$ cat src/rtl/qenc_pkg.sv
package qenc_pkg;

  typedef enum logic [1:0] {
    MODE_CLK = 2'd0,
    MODE_A   = 2'd1,
    MODE_B   = 2'd2,
    MODE_AB  = 2'd3
  } qmode_e;

  localparam logic [1:0] ADDR_CTRL = 2'd0;
  localparam logic [1:0] ADDR_CEIL = 2'd1;
  localparam logic [1:0] ADDR_CNT  = 2'd2;
  localparam logic [1:0] ADDR_STAT = 2'd3;

  localparam int CTRL_EN_BIT  = 2;
  localparam int CTRL_UPD_BIT = 3;
  localparam int CTRL_W       = 4;

endpackage

$ cat src/rtl/qenc_sync.sv
module qenc_sync #(
  parameter int WIDTH  = 2,
  parameter int STAGES = 2
) (
  input  logic             clk,
  input  logic             rst_n,
  input  logic [WIDTH-1:0] async_i,
  output logic [WIDTH-1:0] sync_o
);

  logic [STAGES-1:0][WIDTH-1:0] stage_q;

  always_ff @(posedge clk or negedge rst_n) begin
    if (!rst_n) stage_q <= '0;
    else        stage_q <= {stage_q[STAGES-2:0], async_i};
  end

  assign sync_o = stage_q[STAGES-1];

endmodule

$ cat src/rtl/qenc_decoder.sv
module qenc_decoder
  import qenc_pkg::*;
(
  input  logic       clk,
  input  logic       rst_n,
  input  logic [1:0] lvl_i,      // [0] = A, [1] = B, synchronised
  input  qmode_e     mode_i,
  input  logic       en_i,
  input  logic       clr_i,
  output logic       step_up_o,
  output logic       step_dn_o
);

  logic [1:0] prev_q;
  logic [1:0] edge_w;
  logic       phase_ne;

  // per-lane transition detect against the previous synchronised sample
  for (genvar c = 0; c < 2; c++) begin : g_lane
    assign edge_w[c] = lvl_i[c] ^ prev_q[c];
  end

  assign phase_ne = lvl_i[0] ^ lvl_i[1];

  always_comb begin
    step_up_o = 1'b0;
    step_dn_o = 1'b0;
    if (en_i && !clr_i) begin
      unique case (mode_i)
        MODE_CLK: step_up_o = 1'b1;
        MODE_A: if (edge_w[0]) {step_up_o, step_dn_o} = phase_ne ? 2'b10 : 2'b01;
        MODE_B: if (edge_w[1]) {step_up_o, step_dn_o} = phase_ne ? 2'b01 : 2'b10;
        MODE_AB: begin
          if (edge_w == 2'b01)      {step_up_o, step_dn_o} = phase_ne ? 2'b10 : 2'b01;
          else if (edge_w == 2'b10) {step_up_o, step_dn_o} = phase_ne ? 2'b01 : 2'b10;
        end
        default: ;
      endcase
    end
  end

  // history always follows the inputs; an update therefore restarts it
  // from the present levels and no stale transition survives
  always_ff @(posedge clk or negedge rst_n) begin
    if (!rst_n) prev_q <= '0;
    else        prev_q <= lvl_i;
  end

  assert_idle_R9: assert property (@(posedge clk) disable iff (!rst_n)
    !en_i |-> !(step_up_o || step_dn_o));

  assert_excl_R4: assert property (@(posedge clk) disable iff (!rst_n)
    !(step_up_o && step_dn_o));

  assert_mode0_R1: assert property (@(posedge clk) disable iff (!rst_n)
    (en_i && !clr_i && mode_i == MODE_CLK) |-> step_up_o);

endmodule

$ cat src/rtl/qenc_core.sv
module qenc_core #(
  parameter int CNT_W = 16
) (
  input  logic             clk,
  input  logic             rst_n,
  input  logic             step_up_i,
  input  logic             step_dn_i,
  input  logic             clr_i,
  input  logic             load_en_i,
  input  logic [CNT_W-1:0] load_val_i,
  input  logic [CNT_W-1:0] ceil_i,
  output logic [CNT_W-1:0] cnt_o,
  output logic             dir_o
);

  logic [CNT_W-1:0] cnt_q, cnt_d;
  logic             dir_q, dir_d;

  always_comb begin
    cnt_d = cnt_q;
    dir_d = dir_q;
    if (clr_i) begin
      cnt_d = '0;
      dir_d = 1'b0;
    end else if (load_en_i) begin
      cnt_d = load_val_i;
    end else if (step_up_i) begin
      cnt_d = (cnt_q >= ceil_i) ? '0 : cnt_q + 1'b1;
      dir_d = 1'b0;
    end else if (step_dn_i) begin
      cnt_d = (cnt_q == '0) ? ceil_i : cnt_q - 1'b1;
      dir_d = 1'b1;
    end
  end

  always_ff @(posedge clk or negedge rst_n) begin
    if (!rst_n) begin
      cnt_q <= '0;
      dir_q <= 1'b0;
    end else begin
      cnt_q <= cnt_d;
      dir_q <= dir_d;
    end
  end

  assign cnt_o = cnt_q;
  assign dir_o = dir_q;

  assert_wrap_up_R5: assert property (@(posedge clk) disable iff (!rst_n)
    (step_up_i && !clr_i && !load_en_i && cnt_q >= ceil_i) |=> cnt_q == '0);

  assert_wrap_dn_R5: assert property (@(posedge clk) disable iff (!rst_n)
    (step_dn_i && !step_up_i && !clr_i && !load_en_i && cnt_q == '0) |=> cnt_q == $past(ceil_i));

  assert_dir_dn_R6: assert property (@(posedge clk) disable iff (!rst_n)
    (step_dn_i && !step_up_i && !clr_i && !load_en_i) |=> dir_q);

  assert_hold_R9: assert property (@(posedge clk) disable iff (!rst_n)
    (!step_up_i && !step_dn_i && !clr_i && !load_en_i) |=> ($stable(cnt_q) && $stable(dir_q)));

endmodule

$ cat src/rtl/qenc_counter.sv
module qenc_counter
  import qenc_pkg::*;
#(
  parameter int CNT_W     = 16,
  parameter int SYNC_DEPTH = 2
) (
  input  logic             clk,
  input  logic             rst_n,
  input  logic             quad_a_i,
  input  logic             quad_b_i,
  input  logic             wr_en_i,
  input  logic [1:0]       wr_addr_i,
  input  logic [CNT_W-1:0] wr_data_i,
  input  logic [1:0]       rd_addr_i,
  output logic [CNT_W-1:0] rd_data_o
);

  localparam int CTRL_PAD = CNT_W - CTRL_W + 1;
  localparam int STAT_PAD = CNT_W - 1;

  qmode_e           mode_q;
  logic             en_q;
  logic [CNT_W-1:0] ceil_q;
  logic [CNT_W-1:0] cnt_w;
  logic             dir_w;
  logic [1:0]       lvl_w;
  logic             step_up_w, step_dn_w;
  logic             wr_ctrl, wr_ceil, wr_cnt, upd_w, load_ok;

  assign wr_ctrl = wr_en_i && (wr_addr_i == ADDR_CTRL);
  assign wr_ceil = wr_en_i && (wr_addr_i == ADDR_CEIL);
  assign wr_cnt  = wr_en_i && (wr_addr_i == ADDR_CNT);
  assign upd_w   = wr_ctrl && wr_data_i[CTRL_UPD_BIT];
  assign load_ok = wr_cnt && (wr_data_i <= ceil_q);

  always_ff @(posedge clk or negedge rst_n) begin
    if (!rst_n) begin
      mode_q <= MODE_CLK;
      en_q   <= 1'b0;
      ceil_q <= '1;
    end else begin
      if (wr_ctrl) begin
        mode_q <= qmode_e'(wr_data_i[1:0]);
        en_q   <= wr_data_i[CTRL_EN_BIT];
      end
      if (wr_ceil) ceil_q <= wr_data_i;
    end
  end

  qenc_sync #(.WIDTH(2), .STAGES(SYNC_DEPTH)) sync_i (
    .clk     (clk),
    .rst_n   (rst_n),
    .async_i ({quad_b_i, quad_a_i}),
    .sync_o  (lvl_w)
  );

  qenc_decoder dec_i (
    .clk       (clk),
    .rst_n     (rst_n),
    .lvl_i     (lvl_w),
    .mode_i    (mode_q),
    .en_i      (en_q),
    .clr_i     (upd_w),
    .step_up_o (step_up_w),
    .step_dn_o (step_dn_w)
  );

  qenc_core #(.CNT_W(CNT_W)) core_i (
    .clk        (clk),
    .rst_n      (rst_n),
    .step_up_i  (step_up_w),
    .step_dn_i  (step_dn_w),
    .clr_i      (upd_w),
    .load_en_i  (load_ok),
    .load_val_i (wr_data_i),
    .ceil_i     (ceil_q),
    .cnt_o      (cnt_w),
    .dir_o      (dir_w)
  );

  always_comb begin
    unique case (rd_addr_i)
      ADDR_CTRL: rd_data_o = {{CTRL_PAD{1'b0}}, en_q, mode_q};
      ADDR_CEIL: rd_data_o = ceil_q;
      ADDR_CNT:  rd_data_o = cnt_w;
      default:   rd_data_o = {{STAT_PAD{1'b0}}, dir_w};
    endcase
  end

  assert_update_R10: assert property (@(posedge clk) disable iff (!rst_n)
    upd_w |=> (cnt_w == '0 && !dir_w));

  assert_reject_R8: assert property (@(posedge clk) disable iff (!rst_n)
    (wr_cnt && !en_q && wr_data_i > ceil_q) |=> $stable(cnt_w));

  assert_load_R8: assert property (@(posedge clk) disable iff (!rst_n)
    (wr_cnt && wr_data_i <= ceil_q) |=> cnt_w == $past(wr_data_i));

endmodule

$ cat config.mk
export PLATFORM = sky130hd
export DESIGN_NAME = qenc_counter
export DESIGN_NICKNAME = d
export VERILOG_FILES = /design/src/rtl/qenc_pkg.sv /design/src/rtl/qenc_sync.sv /design/src/rtl/qenc_decoder.sv /design/src/rtl/qenc_core.sv /design/src/rtl/qenc_counter.sv
export SDC_FILE = /design/constraint.sdc
export NUM_CORES = 1
export LEC_CHECK = 0
export ABC_CLOCK_PERIOD_IN_PS = 3100
export BUFFER_PORTS_ARGS = -buffer_cell sky130_fd_sc_hd__buf_2
export CORE_MARGIN = 10
export CORE_UTILIZATION = 40
export CTS_CLUSTER_DIAMETER = 30
export DETAILED_ROUTE_END_ITERATION = 8
export GPL_TIMING_DRIVEN = 0
export HOLD_SLACK_MARGIN = 0.05
export SLEW_MARGIN = 20
export SYNTH_ARGS = -nofsm -noshare
export SYNTH_HDL_FRONTEND = slang
export SYNTH_SLANG_ARGS = --single-unit
$ cat constraint.sdc
create_clock -name clk -period 3.1 [get_ports clk]
set_clock_uncertainty 0.15 [all_clocks]
set_input_delay 0.31 -clock clk [delete_from_list [all_inputs] [get_ports clk]]
set_output_delay 0.31 -clock clk [all_outputs]
set_load 0.01 [all_outputs]
### Word-level counts from Yosys, hierarchy flattened

Index checks and enable logic that the tools add are counted.

* flip-flop bits (word level): 42
* input bits: 25
* output and inout bits: 16

* $add $sub $neg: 2
* $lt $le $gt $ge: 2
* equality and inequality tests: 10
* mux-type cells: 25
* bitwise operators: 3
* reductions and logical operators: 14

Operators with widths (number)
* two-way mux 16 bit: 6
* one-hot mux 16 bit (3 select lines): 1
* adder 16 x 1 -> 16 bit, second input constant: 1
* >= comparator 16 bit: 1
* <= comparator 16 bit: 1
* zero test 16 bit: 1
* subtractor 16 x 1 -> 16 bit, second input constant: 1
* two-way mux 1 bit: 14
* == test 2 bit, second input constant: 5
* == test 2 x 1 -> 1 bit, second input constant: 4
* logical AND 1 bit: 6
* zero test 2 bit: 3
* two-way mux 2 bit: 2
* one-hot mux 1 bit (4 select lines): 1
* nonzero test 4 bit: 1
* one-hot mux 1 bit (3 select lines): 1
* nonzero test 3 bit: 1
* bitwise XOR 1 bit: 3
* inequality test 2 bit, second input constant: 1
* AND reduction 2 bit: 1
* zero test 1 bit: 1

### Longest topological paths before layout

Gate-level depths: netlist (run 1).

* depth in word-level cells: 10
* depth in mapped cells: 10
* gate-level depth less buffers: 9

### Modules after synthesis

Synthesis (run 1) repeated with hierarchy kept, for this count alone.

* cell total of the unflattened synthesis: 460
* area, all modules: 3896.2 sq um

Modules (own cells, without submodules)
* qenc_core: instances 1, cells each 303, area an instance 2254.7 sq um
* qenc_counter: instances 1, cells each 126, area an instance 1343.8 sq um
* qenc_decoder: instances 1, cells each 25, area an instance 182.7 sq um
* qenc_sync: instances 1, cells each 6, area an instance 115.1 sq um

### Worst setup path after synthesis (run 1)

No wires, ideal clock.

* kind: flip-flop to flip-flop
* start: register ceil_q[15]
* end: register core_i.cnt_q[14] (netlist: core_i.cnt_o[14])
* library setup time: 0.126 ns
* arrival time: 2.293 ns
* slack: 0.531 ns
* cell stages (with the launch flop): 10
* path buffers: 1
* cell sequence: dfstp_2 -> inv_1 -> ha_1 -> a211oi_1 -> o21ai_0 -> a2111o_1 -> nand2_1 -> clkbuf_1 -> nor2_1 -> a221o_1

* word-level cells in the longest chain between the ends: 5
* elaborated cells on any way between the ends: 8
* classes of those cells: order compare: 2; mux: 4; reduce/logical: 2

Ends and longest elaborated chain
* from (decl): line qenc_counter.sv:23 `logic [CNT_W-1:0] ceil_q;`
* from (signal assigned): line qenc_counter.sv:46 `if (wr_ceil) ceil_q <= wr_data_i;`
* >= comparator 16 bit: line qenc_core.sv:28 `cnt_d = (cnt_q >= ceil_i) ? '0 : cnt_q + 1'b1;`
* two-way mux 16 bit: line qenc_core.sv:28
* two-way mux 16 bit: line qenc_core.sv:27 `end else if (step_up_i) begin`
* two-way mux 16 bit: line qenc_core.sv:25 `end else if (load_en_i) begin`
* two-way mux 16 bit: line qenc_core.sv:22 `if (clr_i) begin`
* to (signal assigned): line qenc_core.sv:41 `cnt_q <= cnt_d;`
* to (decl): line qenc_core.sv:16 `logic [CNT_W-1:0] cnt_q, cnt_d;`

Several ways; a longest one is shown, not always the timed one.
A chain may end at the register's enable or synchronous reset.

### Worst setup path in the final report (run 1)

* start: register mode_q[0]
* end: register core_i.cnt_q[1] (netlist: core_i.cnt_o[1])

* word-level cells in the longest chain between the ends: 6
* elaborated cells on any way between the ends: 12
* classes of those cells: eq/ne: 3; mux: 7; reduce/logical: 2

Ends and longest elaborated chain
* from (decl): line qenc_counter.sv:21 `qmode_e mode_q;`
* from (signal assigned): line qenc_counter.sv:43 `mode_q <= qmode_e'(wr_data_i[1:0]);`
* == test 2 bit, or another cell as far along: line qenc_decoder.sv:29 `unique case (mode_i)`
* one-hot mux 1 bit (4 select lines): line qenc_decoder.sv:29
* two-way mux 1 bit: line qenc_decoder.sv:28 `if (en_i && !clr_i) begin`
* two-way mux 16 bit: line qenc_core.sv:27
* two-way mux 16 bit: line qenc_core.sv:25
* two-way mux 16 bit: line qenc_core.sv:22

Several ways; a longest one is shown, not always the timed one.

==> impl_metrics.toml, run 1 <==
[status]
status = "completed"

[place]
hpwl_after_dpl_um = 8300
routabilityCongestion = 0.883
io_buffers = 40
post-place-ws_ns = -0.201

[global_route]
antenna_violations_before_repair = 0
largest_net_degree_at_the_start_of_global_routing = 43
overflow = 0
grt_first_pass_wirelength_um = 17900
number_of_global_route_vias_before_repair = 3410
grt_usage = 0.167

[logic_synthesis]
yosysTopAreaCell = "sky130_fd_sc_hd__dfrtp_1"
synth_top_area_frac = 0.175
synthTopCellsByArea = "sky130_fd_sc_hd__dfrtp_1, sky130_fd_sc_hd__ha_1, sky130_fd_sc_hd__dfstp_2"
yosysMostFrequentCell = "sky130_fd_sc_hd__nand2_1"
syn-cell-area_mm2 = 0.00371
synth_commonest_cells = "sky130_fd_sc_hd__nand2_1, sky130_fd_sc_hd__ha_1, sky130_fd_sc_hd__nor2_1"
synth_seq_cells = 42
synthFlopType = "sky130_fd_sc_hd__dfrtp_1"
avg_cell_area_syn_um2 = 8.66
number_of_nets_produced_by_synthesis = 489
async_reset_ff_frac = 1.00
gate_count_of_the_mapped_netlist = 429
synth-edff-count = 0
synthDistinctLibCells = 59
synth_seq_area_share = 0.288
yosys_warnings = 0

[detailed_routing]
drc = 0
route.detailed.wl_per_inst_um = 18.6
drt_wl_total_um = 11000
first_pass_iters = 4
route.detailed.vias_per_inst = 5.75
vias = 3397
number_of_drc_violations_after_detailed_routing_iteration_0 = 205
ant_nets = 0

[cts]
clk_root_buffer_cell = "sky130_fd_sc_hd__clkbuf_8"
cts_buffers = 5
clock_sinks = 42
cts_buffer_depth = 2
cts.htree.levels = 2
tritoncts_clock_tree = "done"
clkTransAtPathRegs_ns = 0.09
clkLatencyLatePin_ns = 0.30

[floorplan]
die_outline_area_mm2 = 0.0135
die_height_um = 116
floorplan.die.width_um = 116
initial_core_util = 0.406
design.portCount = 41
core.rowCount = 35
core_area_mm2 = 0.00915

[timing]
final_slew_viol_count = 0
final_critical_path_share_of_the_clock_period = 0.953
max_freq_mhz = 339
tns_ns = 0
worst_pin_slew_ns = 0.987
rsz0062_at_grt = "false"
min_period_ns = 2.95
setup_ws_final_ns = 0.147
final-setup-viol-count = 0
worst_slew_margin_rel = 0.342
final_hold_violation_count = 0
finalHoldWorstSlack_ns = 0.0118

[critical_path]
critPathLaunchType = "flip-flop"
worst-path-buf-inv = 2
timing.critical_path.max_delay_family = "compound AO/OA/AOI/OAI gates"
critical_path.cell_chain = "clkbuf_1, o21ai_0, a2bb2oi_1, a221oi_1, clkbuf_1, o22ai_1, a221o_1"
crit_required_ns = 3.14
worstSetupPathDepth = 7
worstPathMaxFanout = 10
cpPeakStageDelay_ns = 0.73
rr_worst_depth = 7
slowest_stage = "sky130_fd_sc_hd__a221oi_1"
crit_path_frequent_cell = "sky130_fd_sc_hd__clkbuf_1"
worst_ep_arrival_time_ns = 2.99
critical_path_class = "reg -> reg"
setup.worst_path.end_class = "flip-flop"

[layout]
postLayoutCoreUtil = 0.459
num_antenna_cells = 0
layout-drive-gt1-share = 0.233
area_delta_synth_final_pct = 13.1
final_nets = 539

[power]
power-per-cell-area_mw_per_mm2 = 730
p_leak_uw = 0.00188
vdd_drop_max_mv = 0.284

[hold_path]
hold_path_class = "in -> async"

[flow_run]
drv_cap = 0
-- timing repair --
item                                   in CTS  in global routing
setup buffers                               0                  1
endpoints found under the hold margin       2                  0
hold buffers                                2                  0
resized for setup                           4                  9
pin swaps                                   0                  2
setup endpoints to repair                  15                 16
-- cell type report --
class                           count  area, um^2
Inverter                           20        75.1
Tap cell                          111         139
Buffer                             32         159
Clock buffer                        6        72.6
Multi-Input combinational cell    335        2440
Clock inverter                      2        13.8
Timing Repair Buffer               43         228
Fill cell                         876        4950
Sequential cell                    42        1070
-- per-layer routing --
layer | routed length (um) | part of all wire | track usage | up-vias
met2 | 5000 | 0.45 | 0.273 | 92
met4 | 120 | 0.011 | 0.0359 | 0
met3 | 849 | 0.077 | 0.0288 | 13
met1 | 5020 | 0.46 | 0.225 | 1617
li1 | - | - | - | 1675
met5 | 0 | 0 | 0 | -
-- stage by stage --
stage,power (uW),instance area (um^2),std cells
after floorplan,2210,3710,429
after global placement,2630,4050,580
after detailed placement,2670,4050,580
after CTS,3050,4170,590
after global routing,3350,4200,591
final,3070,4200,591
-- state kept, by name, summed over array words and instances, names as in the netlist --
signal / cells
core_i.dir_o: 1
ceil_q: 16
dec_i.prev_q: 2
sync_i.sync_o: 2
mode_q: 2
en_q: 1
core_i.cnt_o: 16
sync_i.stage_q: 2
-- final timing paths --
kind / start / to / slack, ns
max: mode_q[0] / core_i.cnt_o[1] / 0.15
min: rst_n / core_i.cnt_o[4] / 0.01
max in group asynchronous: rst_n / core_i.cnt_o[12] / 2.18
min in group clk: wr_data_i[13] / core_i.cnt_o[13] / 0.10
min reg2reg: sync_i.stage_q[0] / sync_i.sync_o[0] / 0.21
max reg2reg: mode_q[0] / core_i.cnt_o[1] / 0.15
-- worst reg2reg max path, delay by kind of cell, from the launching register on --
kind,cells,cell delay (ns)
AO/OA/AOI/OAI,5,1.60
flip-flops,1,0.33
buffers and inverters,2,0.78
-- where the power goes --
part           total [uW]  switching [uW]  internal (uW)  leakage, uW
sequential            865             145            720     0.000494
clock                 368             209            159    0.0000452
combinational        1830            1040            792      0.00134
-- layout by cell type (no fill, tap or decap), types with 6 or more instances in the layout --
master,Yosys,routed
sky130_fd_sc_hd__xnor2_1,13,13
sky130_fd_sc_hd__inv_1,20,20
sky130_fd_sc_hd__ha_1,35,35
sky130_fd_sc_hd__a21oi_1,19,18
sky130_fd_sc_hd__xor2_1,15,15
sky130_fd_sc_hd__a221o_1,11,11
sky130_fd_sc_hd__nand3_1,15,15
sky130_fd_sc_hd__o22ai_1,7,7
sky130_fd_sc_hd__a31oi_1,7,7
sky130_fd_sc_hd__nand2_1,53,52
sky130_fd_sc_hd__a22o_1,13,13
sky130_fd_sc_hd__o21ai_0,21,21
sky130_fd_sc_hd__nor3_1,7,6
sky130_fd_sc_hd__dfstp_2,16,16
sky130_fd_sc_hd__clkbuf_1,21,19
sky130_fd_sc_hd__nor2_1,27,26
sky130_fd_sc_hd__dfrtp_1,26,26
sky130_fd_sc_hd__buf_2,5,45
sky130_fd_sc_hd__mux2_2,18,18
sky130_fd_sc_hd__nand4_1,9,9
-- logic make-up after synthesis --
logic type | synth area share
AOI/OAI and AO/OA | 0.212
xor gates and xnor gates | 0.0660
adders and majority gates | 0.118
buffers and inverters | 0.0617
DFF | 0.288
muxes | 0.0687
and+or+nand+nor | 0.185
Power figures use the tool's default switching activity.
==> run 2: changes to the inputs <==
CTS_BUF_LIST = sky130_fd_sc_hd__clkbuf_4   (was not set)
SLEW_MARGIN = 25   (was 20)
==> run 2 against run 1 <==
- die area is the same
- via count grew 1.6%
- non-clock buffer count grew 5
- sequential power is essentially flat
- first-iteration DRC count grew 16%
- register-to-register slack lost 0.05 ns
- clock-buffer cell count is the same
- core utilization grew 0.33 points
- final cell count grew 0.85%
- global-route usage grew 0.097 points
- critical path type unchanged
==> impl_metrics.toml, run 2 (synthesis results as in run 1) <==
[global_route]
antenna_violations_before_repair = 0
grt_usage = 0.168
largest_net_degree_at_the_start_of_global_routing = 43
number_of_global_route_vias_before_repair = 3466
overflow = 0
grt_first_pass_wirelength_um = 18000

[critical_path]
critical_path_class = "reg -> reg"
reg2reg_to = "core_i.cnt_o[1]"
worstPathMaxFanout = 10
rr_worst_depth = 7
critical_path.reg2reg.startpoint = "mode_q[0]"
rrSetupSlack_ns = 0.1
worst_ep_arrival_time_ns = 3.13
crit_start = "mode_q[0]"
crit_required_ns = 3.23
timing.critical_path.to = "core_i.cnt_o[1]"
setup.worst_path.end_class = "flip-flop"
critPathLaunchType = "flip-flop"

[layout]
layout_commonest_cell = "sky130_fd_sc_hd__nand2_1"
number_of_non_filler_instances_in_the_completed_layout = 596
final_nets = 544
num_antenna_cells = 0
fillers = 875
area_delta_synth_final_pct = 13.9
most-common-layout-cells = "sky130_fd_sc_hd__nand2_1, sky130_fd_sc_hd__buf_2, sky130_fd_sc_hd__ha_1"
layout-drive-gt1-share = 0.231

[power]
intPower_uw = 1610
p_leak_uw = 0.00189
p_sw_uw = 1390
pwr-share-comb = 0.612
seq_power_share = 0.288
vdd_drop_max_mv = 0.264
power.switching_fraction = 0.462
pwr-share-clk = 0.100
power-per-cell-area_mw_per_mm2 = 709
post-layout-total-power_uw = 3000

[detailed_routing]
drt_wl_total_um = 11000
vias = 3451
ant_nets = 0
route.detailed.vias_per_inst = 5.79
number_of_drc_violations_after_detailed_routing_iteration_0 = 238
route.detailed.wl_per_inst_um = 18.5
drc = 0
first_pass_iters = 5

[status]
status = "completed"

[flow_run]
drv_cap = 0

[cts]
tritoncts_clock_tree = "done"
clkLatencyLatePin_ns = 0.38
cts_buffers = 5
clock_sinks = 42
clk_root_buffer_cell = "sky130_fd_sc_hd__clkbuf_4"
cts_buffer_depth = 2
cts.htree.levels = 2
clkTransAtPathRegs_ns = 0.14

[timing]
final_slew_viol_count = 0
final_critical_path_share_of_the_clock_period = 0.969
worst_slew_margin_rel = 0.412
setup_ws_final_ns = 0.0966
min_period_ns = 3.00
worst_pin_slew_ns = 0.881
finalHoldWorstSlack_ns = 0.0454
final-setup-viol-count = 0
max_freq_mhz = 333
rsz0062_at_grt = "false"
final_hold_violation_count = 0

[floorplan]
core.rowCount = 35
initial_core_util = 0.406
die_height_um = 116
die_outline_area_mm2 = 0.0135
core_area_mm2 = 0.00915
design.portCount = 41
floorplan.die.width_um = 116

[place]
io_buffers = 40
dp_cells = 580
routabilityCongestion = 0.883
post-place-ws_ns = -0.201
hpwl_after_dpl_um = 8300

[hold_path]
hold_path_class = "in -> reg"
-- run 2: through the flow --
stage / TNS, ns / cell area (um^2) / utilization
6_report: 0 / 4230 / 0.462
5_1_grt: 0 / 4230 / 0.462
4_1_cts: 0 / 4210 / 0.459
3_5_place_dp: -2.14 / 4050 / 0.443
3_3_place_gp: -1.36 / 4050 / 0.443
2_1_floorplan: 0 / 3710 / -
-- run 2: repair_timing --
item / in CTS / in global routing
hold endpoints to repair: 35 / 0
gates resized for setup: 4 / 8
hold buffers: 8 / 0
pin swaps: 0 / 2
endpoints found under the setup margin: 15 / 17
buffers inserted: 0 / 1
gates cloned: 0 / 0
-- run 2: area by class of cell --
| type | instances | area [um^2] | area share |
|---|---|---|---|
| Timing Repair Buffer | 49 | 290 | 0.0686 |
| Multi-Input combinational cell | 335 | 2440 | 0.577 |
| Clock buffer | 6 | 45.0 | 0.0106 |
| Clock inverter | 2 | 13.8 | 0.00325 |
| Tap cell | 111 | 139 | 0.0328 |
| Sequential cell | 42 | 1070 | 0.253 |
| Buffer | 31 | 154 | 0.0364 |
| Inverter | 20 | 75.1 | 0.0177 |
-- run 2: how the worst min path moves through the flow --
| stage | cells past startpoint | to | slack (ns) | from |
|---|---|---|---|---|
| finish | 2 | core_i.cnt_o[5] | 0.05 | wr_data_i[5] |
| global route | 2 | ceil_q[4] | 0.06 | wr_data_i[4] |
| CTS | 2 | core_i.cnt_o[5] | 0.05 | wr_data_i[5] |
| detailed placement | 0 | sync_i.sync_o[0] | 0.19 | sync_i.stage_q[0] |
| global placement | 0 | sync_i.sync_o[1] | 0.18 | sync_i.stage_q[1] |
| floorplan | 0 | core_i.cnt_o[0] | -0.14 | rst_n |
-- run 2: per-layer routing --
layer	vias up	share of wire	global-route usage
met5	-	0	0
met3	19	0.056	0.0277
li1	1682	-	-
met1	1650	0.48	0.226
met4	0	0.016	0.0384
met2	100	0.45	0.275
-- run 2: power by group through the flow --
stage	Clock (uW)	Sequential [uW]	Combinational, uW
4_1_cts	307	863	1810
2_1_floorplan	0	822	1390
6_report	300	863	1840
5_1_grt	326	893	2060
3_5_place_dp	0	874	1790
3_3_place_gp	0	873	1760
-- run 2: critical path, stage by stage, from the launching register on --
cell	delay, ns
sky130_fd_sc_hd__dfrtp_1	0.35
sky130_fd_sc_hd__clkbuf_1	0.31
sky130_fd_sc_hd__o21ai_0	0.16
sky130_fd_sc_hd__a2bb2oi_1	0.16
sky130_fd_sc_hd__a221oi_1	0.76
sky130_fd_sc_hd__clkbuf_1	0.47
sky130_fd_sc_hd__o22ai_1	0.20
sky130_fd_sc_hd__a221o_1	0.35
